**config.mk**
```make
export PLATFORM = sky130hd
export DESIGN_NAME = csr_pwr_bank
export DESIGN_NICKNAME = d
export VERILOG_FILES = /design/src/rtl/csr_pwr_pkg.sv /design/src/rtl/csr_act_gate.sv /design/src/rtl/csr_gate_sel.sv /design/src/rtl/csr_cell.sv /design/src/rtl/csr_rd_port.sv /design/src/rtl/csr_pwr_bank.sv
export SDC_FILE = /design/constraint.sdc
export NUM_CORES = 1
export LEC_CHECK = 0
export CAP_MARGIN = 20
export CORE_AREA = 2 2 232 234
export CTS_CLUSTER_SIZE = 20
export DETAILED_ROUTE_END_ITERATION = 7
export DIE_AREA = 0 0 234 236
export GPL_TIMING_DRIVEN = 1
export PLACE_DENSITY = 0.53
export SYNTH_ARGS = -nofsm -noshare
export SYNTH_HDL_FRONTEND = slang
export SYNTH_SLANG_ARGS = --single-unit
export TNS_END_PERCENT = 20
```
**constraint.sdc**
```tcl
create_clock -name clk -period 2.1 [get_ports clk]
set_input_delay 0.42 -clock clk [delete_from_list [all_inputs] [get_ports clk]]
set_output_delay 0.42 -clock clk [all_outputs]
set_load 0.1 [all_outputs]
```
**src/rtl/csr_pwr_pkg.sv**
```systemverilog
// Shared definitions for the clock-gated register bank.
// Assumes a two-bit power mode in which each bit enables one optimization.
package csr_pwr_pkg;
    localparam int MODE_W   = 2;
    localparam int MODE_ACT = 0;   // activity-driven clock enable
    localparam int MODE_GRP = 1;   // group registers by access type
    typedef logic [MODE_W-1:0] pwr_mode_t;
endpackage

```
**src/rtl/csr_act_gate.sv**
```systemverilog
// Derives the activity flag and the shared gated-domain clock enable.
// Assumes that software strobes are single-cycle pulses, and that the mode may change in any cycle.
module csr_act_gate
    import csr_pwr_pkg::*;
(
    input  logic      clk,
    input  logic      rst_n,
    input  pwr_mode_t mode,
    input  logic      sw_wr,
    input  logic      sw_rd,
    output logic      act_o,
    output logic      clk_en_o
);
    logic req;
    logic tail_q;
    logic busy;

    assign req  = sw_wr | sw_rd;
    assign busy = req | tail_q;

    // Remember an access so that activity lasts one more cycle.
    always_ff @(posedge clk) begin
        if (!rst_n) tail_q <= 1'b0;
        else        tail_q <= req;
    end

    // Outputs: activity only when bit 0 asks for it; otherwise the enable is always on.
    always_comb begin
        act_o    = mode[MODE_ACT] & busy;
        clk_en_o = mode[MODE_ACT] ? busy : 1'b1;
    end

    // the cycle after an access still shows activity whenever bit 0 is set.
    p_act_tail_r3: assert property (@(posedge clk) disable iff (!rst_n)
        req |=> (act_o == mode[MODE_ACT]));
endmodule

```
**src/rtl/csr_gate_sel.sv**
```systemverilog
// Picks, for each register, the gated enable or a constant enable.
// Assumes that the access type and exclusion masks are fixed when the bank is built.
module csr_gate_sel
    import csr_pwr_pkg::*;
#(
    parameter int                  NUM_REGS   = 8,
    parameter logic [NUM_REGS-1:0] HW_WR_MASK = '0,
    parameter logic [NUM_REGS-1:0] EXCL_MASK  = '0
) (
    input  pwr_mode_t           mode,
    input  logic                clk_en,
    output logic [NUM_REGS-1:0] reg_en
);
    for (genvar i = 0; i < NUM_REGS; i++) begin : g_sel
        localparam bit HwWr = HW_WR_MASK[i];
        localparam bit Excl = EXCL_MASK[i];
        logic on_gated;
        // Membership: not excluded, and either no grouping or software-only.
        always_comb on_gated = !Excl && (!mode[MODE_GRP] || !HwWr);
        // Enable: follow the gate when on the gated domain, else free-running.
        always_comb reg_en[i] = on_gated ? clk_en : 1'b1;
    end
endmodule

```
**src/rtl/csr_cell.sv**
```systemverilog
// One register with an enable-style clock gate model, a software port and an optional hardware port.
// Assumes that software has priority over hardware and that reset acts whatever the enable.
module csr_cell #(
    parameter int DATA_W = 32,
    parameter bit HW_CAP = 1'b0
) (
    input  logic              clk,
    input  logic              rst_n,
    input  logic              en,
    input  logic              sw_we,
    input  logic [DATA_W-1:0] sw_wd,
    input  logic              hw_we,
    input  logic [DATA_W-1:0] hw_wd,
    output logic [DATA_W-1:0] q
);
    // Storage: samples only while its enable is high.
    always_ff @(posedge clk) begin
        if (!rst_n)                q <= '0;
        else if (en) begin
            if (sw_we)             q <= sw_wd;
            else if (hw_we && HW_CAP) q <= hw_wd;
        end
    end

    // a closed gate holds the value.
    p_gate_hold_r6: assert property (@(posedge clk) disable iff (!rst_n)
        !en |=> $stable(q));
    // a software write through an open gate always lands.
    p_sw_wins_r10: assert property (@(posedge clk) disable iff (!rst_n)
        (en && sw_we) |=> (q == $past(sw_wd)));

    if (!HW_CAP) begin : g_nocap
        // without a hardware port, only software changes the value.
        p_no_hw_r9: assert property (@(posedge clk) disable iff (!rst_n)
            !sw_we |=> $stable(q));
    end
endmodule

```
**src/rtl/csr_rd_port.sv**
```systemverilog
// Registered read port; the read path runs on the free clock and sees all storage.
// Assumes that an index outside the bank reads as zero.
module csr_rd_port #(
    parameter int NUM_REGS = 8,
    parameter int DATA_W   = 32,
    parameter int ADDR_W   = 3
) (
    input  logic                       clk,
    input  logic                       rst_n,
    input  logic                       rd,
    input  logic [ADDR_W-1:0]          addr,
    input  logic [NUM_REGS*DATA_W-1:0] regs,
    output logic [DATA_W-1:0]          rdata,
    output logic                       rvalid
);
    logic [DATA_W-1:0] sel;

    // Select the addressed lane.
    always_comb begin
        sel = '0;
        for (int i = 0; i < NUM_REGS; i++)
            if (addr == ADDR_W'(i)) sel = regs[i*DATA_W +: DATA_W];
    end

    // Capture the data for one cycle after a read strobe.
    always_ff @(posedge clk) begin
        if (!rst_n) begin
            rdata  <= '0;
            rvalid <= 1'b0;
        end else begin
            rvalid <= rd;
            if (rd) rdata <= sel;
        end
    end
endmodule

```
**src/rtl/csr_pwr_bank.sv**
```systemverilog
// Top of the register bank with selectable clock-gating modes.
// Assumes one software access per cycle and a single free clock; gating is modelled by enables.
module csr_pwr_bank
    import csr_pwr_pkg::*;
#(
    parameter int                  NUM_REGS   = 8,
    parameter int                  DATA_W     = 32,
    parameter logic [NUM_REGS-1:0] HW_WR_MASK = 8'h0F,
    parameter logic [NUM_REGS-1:0] EXCL_MASK  = 8'h02,
    localparam int                 ADDR_W     = $clog2(NUM_REGS),
    localparam int                 FLAT_W     = NUM_REGS * DATA_W
) (
    input  logic               clk,
    input  logic               rst_n,
    input  logic [MODE_W-1:0]  pwr_mode,
    input  logic               sw_wr,
    input  logic               sw_rd,
    input  logic [ADDR_W-1:0]  sw_addr,
    input  logic [DATA_W-1:0]  sw_wdata,
    output logic [DATA_W-1:0]  rd_data,
    output logic               rd_valid,
    input  logic [NUM_REGS-1:0] hw_we,
    input  logic [FLAT_W-1:0]  hw_wdata,
    output logic [FLAT_W-1:0]  reg_q,
    output logic               act_o,
    output logic               clk_en_o
);
    logic [NUM_REGS-1:0] reg_en;
    logic [NUM_REGS-1:0] sw_we;

    csr_act_gate u_gate (
        .clk      (clk),
        .rst_n    (rst_n),
        .mode     (pwr_mode),
        .sw_wr    (sw_wr),
        .sw_rd    (sw_rd),
        .act_o    (act_o),
        .clk_en_o (clk_en_o)
    );

    csr_gate_sel #(
        .NUM_REGS   (NUM_REGS),
        .HW_WR_MASK (HW_WR_MASK),
        .EXCL_MASK  (EXCL_MASK)
    ) u_sel (
        .mode   (pwr_mode),
        .clk_en (clk_en_o),
        .reg_en (reg_en)
    );

    for (genvar i = 0; i < NUM_REGS; i++) begin : g_reg
        // Decode the software write strobe for this register.
        always_comb sw_we[i] = sw_wr && (sw_addr == ADDR_W'(i));

        csr_cell #(
            .DATA_W (DATA_W),
            .HW_CAP (HW_WR_MASK[i])
        ) u_cell (
            .clk   (clk),
            .rst_n (rst_n),
            .en    (reg_en[i]),
            .sw_we (sw_we[i]),
            .sw_wd (sw_wdata),
            .hw_we (hw_we[i]),
            .hw_wd (hw_wdata[i*DATA_W +: DATA_W]),
            .q     (reg_q[i*DATA_W +: DATA_W])
        );
    end

    csr_rd_port #(
        .NUM_REGS (NUM_REGS),
        .DATA_W   (DATA_W),
        .ADDR_W   (ADDR_W)
    ) u_rd (
        .clk    (clk),
        .rst_n  (rst_n),
        .rd     (sw_rd),
        .addr   (sw_addr),
        .regs   (reg_q),
        .rdata  (rd_data),
        .rvalid (rd_valid)
    );

    // each read strobe gives exactly one valid cycle after it.
    p_rvalid_r2: assert property (@(posedge clk) disable iff (!rst_n)
        sw_rd |=> rd_valid);
    p_rvalid_idle_r2: assert property (@(posedge clk) disable iff (!rst_n)
        !sw_rd |=> !rd_valid);
    // the gated domain is always open during a software access.
    p_en_on_access_r4: assert property (@(posedge clk) disable iff (!rst_n)
        (sw_wr || sw_rd) |-> clk_en_o);
    // read data reflects storage as it stood at the strobe.
    p_rd_data_r11: assert property (@(posedge clk) disable iff (!rst_n)
        sw_rd |=> (rd_data == $past(reg_q[sw_addr*DATA_W +: DATA_W])));
endmodule

```
# == Yosys cells after proc, flatten, opt, wreduce, memory -nomap -nowiden ==
# Index checks and enable logic that the tools add are counted.
# totals
word_cells,59
out_inout_bits,291
in_bits,305
reg_bits,290
# classes
muxes,18
n_reduce_logical,20
n_eq_ne,7
n_bitwise,3
# ops
cell,count
$mux 32,16
$reduce_and 2->1,7
$eq 3x3->1 const B,4
$logic_and 1x1->1,8
$reduce_bool 2->1,4
$eq 3x2->1 const B,2
$eq 3x1->1 const B,1
$logic_not 3->1,1
$mux 1,2
$or 1x1->1,2
$and 1x1->1,1

# == Longest topological paths before layout ==
# depth
depth_word,9
ltp_mapped,8
depth_no_buf,4

# == Modules after synthesis ==
# From an unflattened synthesis, not the netlist that was laid out.
# hier_totals
hier_cells,1631
hier_area_um2,15341.0
# by_module_without_submodules
mod,cells_each,area_per_inst_um2,seq_area_each_um2,instances
csr_cell at g_reg[0].u_cell ...,144,1487.7,640.6,4
csr_cell at g_reg[4].u_cell ...,147,1383.8,640.6,4
csr_rd_port,446,3648.5,660.6,1
csr_pwr_bank,8,96.3,0.0,1
csr_gate_sel,9,62.6,0.0,1
csr_act_gate,4,47.5,20.0,1

# == Worst setup path after synthesis ==
# No wires, ideal clock.
# synth_timing
kind,in2reg
start,input sw_rd
end,register g_reg[2].u_cell.q[0]
path_slack_ns,0.019
arrival_time_ns,1.964
required_time_ns,1.983
setup_time_ns,0.117
n_path_buf,3
cell_stages,6
path_cell_list,or4b_1 buf_2 o22a_1 buf_6 buf_6 o211a_1
# synth_via
elab_chain_len,5
# synth_rtl
item,line,rtl
start: declaration,csr_pwr_bank.sv:17,"input logic sw_rd,"
$or 1x1->1,csr_act_gate.sv:18,assign req = sw_wr | sw_rd;
$or 1x1->1,csr_act_gate.sv:19,assign busy = req | tail_q;
$mux 1,csr_act_gate.sv:30,clk_en_o = mode[MODE_ACT] ? busy : 1'b1;
named net clk_en_o,csr_pwr_bank.sv:26,output logic clk_en_o
$mux 1,csr_gate_sel.sv:21,always_comb reg_en[i] = on_gated ? clk_en : 1'b1;
$reduce_and 2->1 (no line),-,
end signal: assignment,csr_cell.sv:20,if (sw_we) q <= sw_wd;
end signal: assignment,csr_cell.sv:21,else if (hw_we && HW_CAP) q <= hw_wd;
end: declaration,csr_cell.sv:14,output logic [DATA_W-1:0] q
# The timed path passes the listed nets, and every way through them passes these cells.
# A chain may end at the register's enable or synchronous reset.

# == Worst setup path after layout ==
# layout_timing
start,register u_gate.tail_q
end,output clk_en_o
# layout_via
elab_chain_len,2
# layout_rtl
item,line,rtl
start: declaration,csr_act_gate.sv:15,logic tail_q;
start signal: assignment,csr_act_gate.sv:24,else tail_q <= req;
$or 1x1->1,csr_act_gate.sv:19,
$mux 1,csr_act_gate.sv:30,
end: declaration,csr_pwr_bank.sv:26,
# No other way between the ends.

==> results.py <==
metrics = {
    "status": {
        "outcome": "complete, no violations",
    },
    "job": {
        "drv_cap": 0,
    },
    "sta": {
        "share_of_the_clock_period_used_by_the_worst_path_pct": 97.2,
        "timing.final.setup_violations": 0,
        "final_hold_viol_count": 0,
        "maxSlewHeadroom_pct": 27.9,
        "fin_ws_ns": 0.0585,
        "tightestPinTransition_ns": 1.08,
        "post-route-min-period_ns": 2.04,
        "finClkSkew_ns": 0.0191,
        "rsz0062_at_grt": "no",
        "fin_max_slew_vios": 0,
        "final.setup.tns_ns": 0,
        "maxClockFrequency_ghz": 0.490,
    },
    "synth": {
        "yosysWarningCount": 0,
        "synth_top_cells_by_count": "sky130_fd_sc_hd__nand2_1 (419), sky130_fd_sc_hd__dfxtp_1 (290), sky130_fd_sc_hd__mux2i_1 (162), sky130_fd_sc_hd__clkbuf_1 (139)",
        "postSynth.asyncResetShare_pct": 0,
        "synth_edf_count": 0,
        "yosys_register_bits": 290,
        "synth.cell_area_um2": 13900,
        "yosys.area.top_type_share_pct": 41.6,
        "synth.lib_cells_used.distinct": 34,
        "synth_largest_area_cell": "sky130_fd_sc_hd__dfxtp_1",
        "syn-instance-count": 1586,
        "mean_post_synth_cell_area_um2": 8.79,
        "most_instantiated_flip_flop_cell_in_the_synthesis_netlist": "sky130_fd_sc_hd__dfxtp_1",
        "syn_nets": 1891,
        "synth.most_common_cell": "sky130_fd_sc_hd__nand2_1",
        "ys_seq_area_share_pct": 41.6,
        "netlist_top_cells_area": "sky130_fd_sc_hd__dfxtp_1 (42%), sky130_fd_sc_hd__mux2i_1 (12%), sky130_fd_sc_hd__nand2_1 (11%)",
    },
    "grt": {
        "grt_pass1_vias": 13300,
        "antenna_found_initial": 3,
        "wire_length_of_the_first_global_routing_pass_mm": 91.9,
        "gr-total-overflow": 0,
        "grt_max_degree": 88,
        "grt_use_total_pct": 22.8,
    },
    "die": {
        "floorplan.core_area_um2": 53100,
        "die_w_um": 234,
        "row_count": 85,
        "initial_utilization_pct": 26.3,
        "pin_count": 596,
        "floorplan.die_area_um2": 55200,
        "die_height_um": 236,
    },
    "layout": {
        "fillCellCount": 5348,
        "final_nets": 2306,
        "synthToLayoutAreaGrowth_pct": 46.1,
        "layout.area.seq_um2": 5810,
        "multiInputGateArea_um2": 7430,
        "drive_above_1_share_pct": 24.3,
    },
    "critical_path": {
        "path_class": "flop to output port",
        "timing.critical_path.required_ns": 1.68,
        "worst-path-max-fanout": 4,
        "setup.worst_path.end_class": "output port",
        "cp-start-kind": "flop",
        "crit_arrival_ns": 1.62,
    },
    "drt": {
        "viasPerCell": 5.03,
        "top_layer_used": "met5",
        "detail-route-antenna-nets": 0,
        "detail_route.wirelength.met1_mm": 28.3,
        "num_vias": 13700,
        "drt_wl_total_mm": 64.9,
        "detail_route.iter0.violations": 917,
        "firstDrtPassIters": 5,
        "drc": 0,
        "wl_met2_mm": 29.8,
        "route.detailed.wl_per_inst_um": 23.8,
        "met3_wirelength_mm": 5.74,
    },
    "min_path": {
        "min-delay-path-class": "primary input to flop",
    },
    "clock_tree": {
        "cts_buffers": 37,
        "htreeDepth": 2,
        "cts_max_path_buffers": 3,
        "tritoncts": "built",
        "cts_setup_buffers": 0,
        "clockRootBuffer": "sky130_fd_sc_hd__clkbuf_16",
        "worstSkewPairLatency_ns": 0.54,
        "clk_transition_reported_paths_ns": 0.06,
        "cts.sinks": 290,
        "cts.hold.buffers_added": 0,
    },
    "place": {
        "io_buffers": 463,
        "post_dp_hpwl_mm": 46.2,
        "dpl_ws_ns": -0.455,
        "place_congestion": 0.822,
    },
    "pwr": {
        "power.density_nw_per_um2": 819,
        "p_leak_nw": 9.34,
        "vdd_drop_max_uv": 471,
    },
}
==> worst paths after layout <==
| kind | startpoint | to | slack, ns | cells after the start |
|---|---|---|---|---|
| worst max-delay path | u_gate.tail_q | clk_en_o | 0.06 | 2 |
| worst min-delay path | rst_n | g_reg[0].u_cell.q[20] | 0.25 | 2 |
| worst max register to register | u_gate.tail_q | g_reg[2].u_cell.q[16] | 0.35 | 4 |
| worst min register to register | u_rd.rdata[21] | u_rd.rdata[21] | 0.46 | 2 |
==> critical path, stage by stage, from the launching register on <==
cell and delay [ns]:
sky130_fd_sc_hd__dfxtp_1 0.31, sky130_fd_sc_hd__or4b_4 0.56, sky130_fd_sc_hd__buf_12 0.20
==> through the flow <==
stage	power, W	instance area [um2]	cells	utilization [%]	hold WS [ns]
floorplan	0.00918	13900	1586	-	0.521
global placement	0.0107	19200	2660	36.2	0.441
detailed placement	0.0107	19200	2660	36.2	0.451
CTS	0.0169	20400	2720	38.4	0.211
global route	0.0173	20400	2720	38.4	0.227
finish	0.0167	20400	2723	38.4	0.252
==> registers in the layout, indices dropped and copies added (netlist names) <==
| name | flops |
|---|---|
| g.u_cell.q | 256 |
| u_rd.rdata | 32 |
| u_rd.rvalid | 1 |
| u_gate.tail_q | 1 |
==> final cells by class <==
type | count | area share [%]
diodes | 3 | 0.0368
clock buffers | 56 | 5.49
clock inverters | 6 | 0.166
inverters | 3 | 0.0553
multi-input cells | 1115 | 36.5
flip-flops and latches | 290 | 28.5
well taps | 696 | 4.27
repair buffers | 554 | 25.0
==> cell families (layout without fill, tap and decap cells) <==
kind of cell / Yosys count / after routing / synth area share [%]
AOI/OAI and AO/OA: 389 / 389 / 22.7
buffers and inverters: 181 / 619 / 5.84
DFF: 290 / 290 / 41.6
muxes: 194 / 194 / 14.2
other: 0 / 3 / 0
and+or+nand+nor: 532 / 532 / 15.6
==> what timing repair did <==
action | in CTS | in global routing
cloned | 0 | 0
pin swaps | 2 | 1
setup endpoints to repair | 2 | 1
gates resized for setup | 5 | 0
endpoints found under the hold margin | 0 | 0
==> report_power, final <==
group	switching (W)	internal (W)
Combinational	0.00323	0.00130
Sequential	0.000238	0.00579
Clock	0.00248	0.00366
==> metal layers <==
| metal | up-vias | global-route usage (%) |
|---|---|---|
| met5 | - | 0 |
| met4 | 2 | 4.53 |
| met3 | 66 | 7.11 |
| met2 | 539 | 36.6 |
| met1 | 6677 | 29.8 |
| li1 | 6406 | - |
==> layout by cell type, fill, tap and decap left out, types with 2 or more instances in the layout <==
master,instances
sky130_fd_sc_hd__nand2_1,418
sky130_fd_sc_hd__buf_4,341
sky130_fd_sc_hd__dfxtp_1,290
sky130_fd_sc_hd__clkdlybuf4s50_1,164
sky130_fd_sc_hd__mux2i_1,162
sky130_fd_sc_hd__a21boi_0,128
sky130_fd_sc_hd__o211a_1,128
sky130_fd_sc_hd__o21ai_0,62
sky130_fd_sc_hd__buf_12,42
sky130_fd_sc_hd__clkbuf_16,39
sky130_fd_sc_hd__mux2_2,32
sky130_fd_sc_hd__o221ai_1,32
sky130_fd_sc_hd__nor2b_1,31
sky130_fd_sc_hd__nor2_1,30
sky130_fd_sc_hd__nand3_1,30
sky130_fd_sc_hd__a221oi_1,30
sky130_fd_sc_hd__clkbuf_1,9
sky130_fd_sc_hd__clkbuf_8,8
sky130_fd_sc_hd__clkinv_2,5
sky130_fd_sc_hd__diode_2,3
sky130_fd_sc_hd__nor2_4,3
sky130_fd_sc_hd__inv_1,3
sky130_fd_sc_hd__nand4_1,3
sky130_fd_sc_hd__dlygate4sd2_1,3
sky130_fd_sc_hd__nand3_2,2
sky130_fd_sc_hd__o22a_2,2
sky130_fd_sc_hd__nand4b_1,2
sky130_fd_sc_hd__nor2b_4,2
sky130_fd_sc_hd__o211ai_1,2
sky130_fd_sc_hd__a31oi_1,2
sky130_fd_sc_hd__buf_2,2
sky130_fd_sc_hd__buf_6,2
No activity file was read; power rests on OpenSTA's default activity.
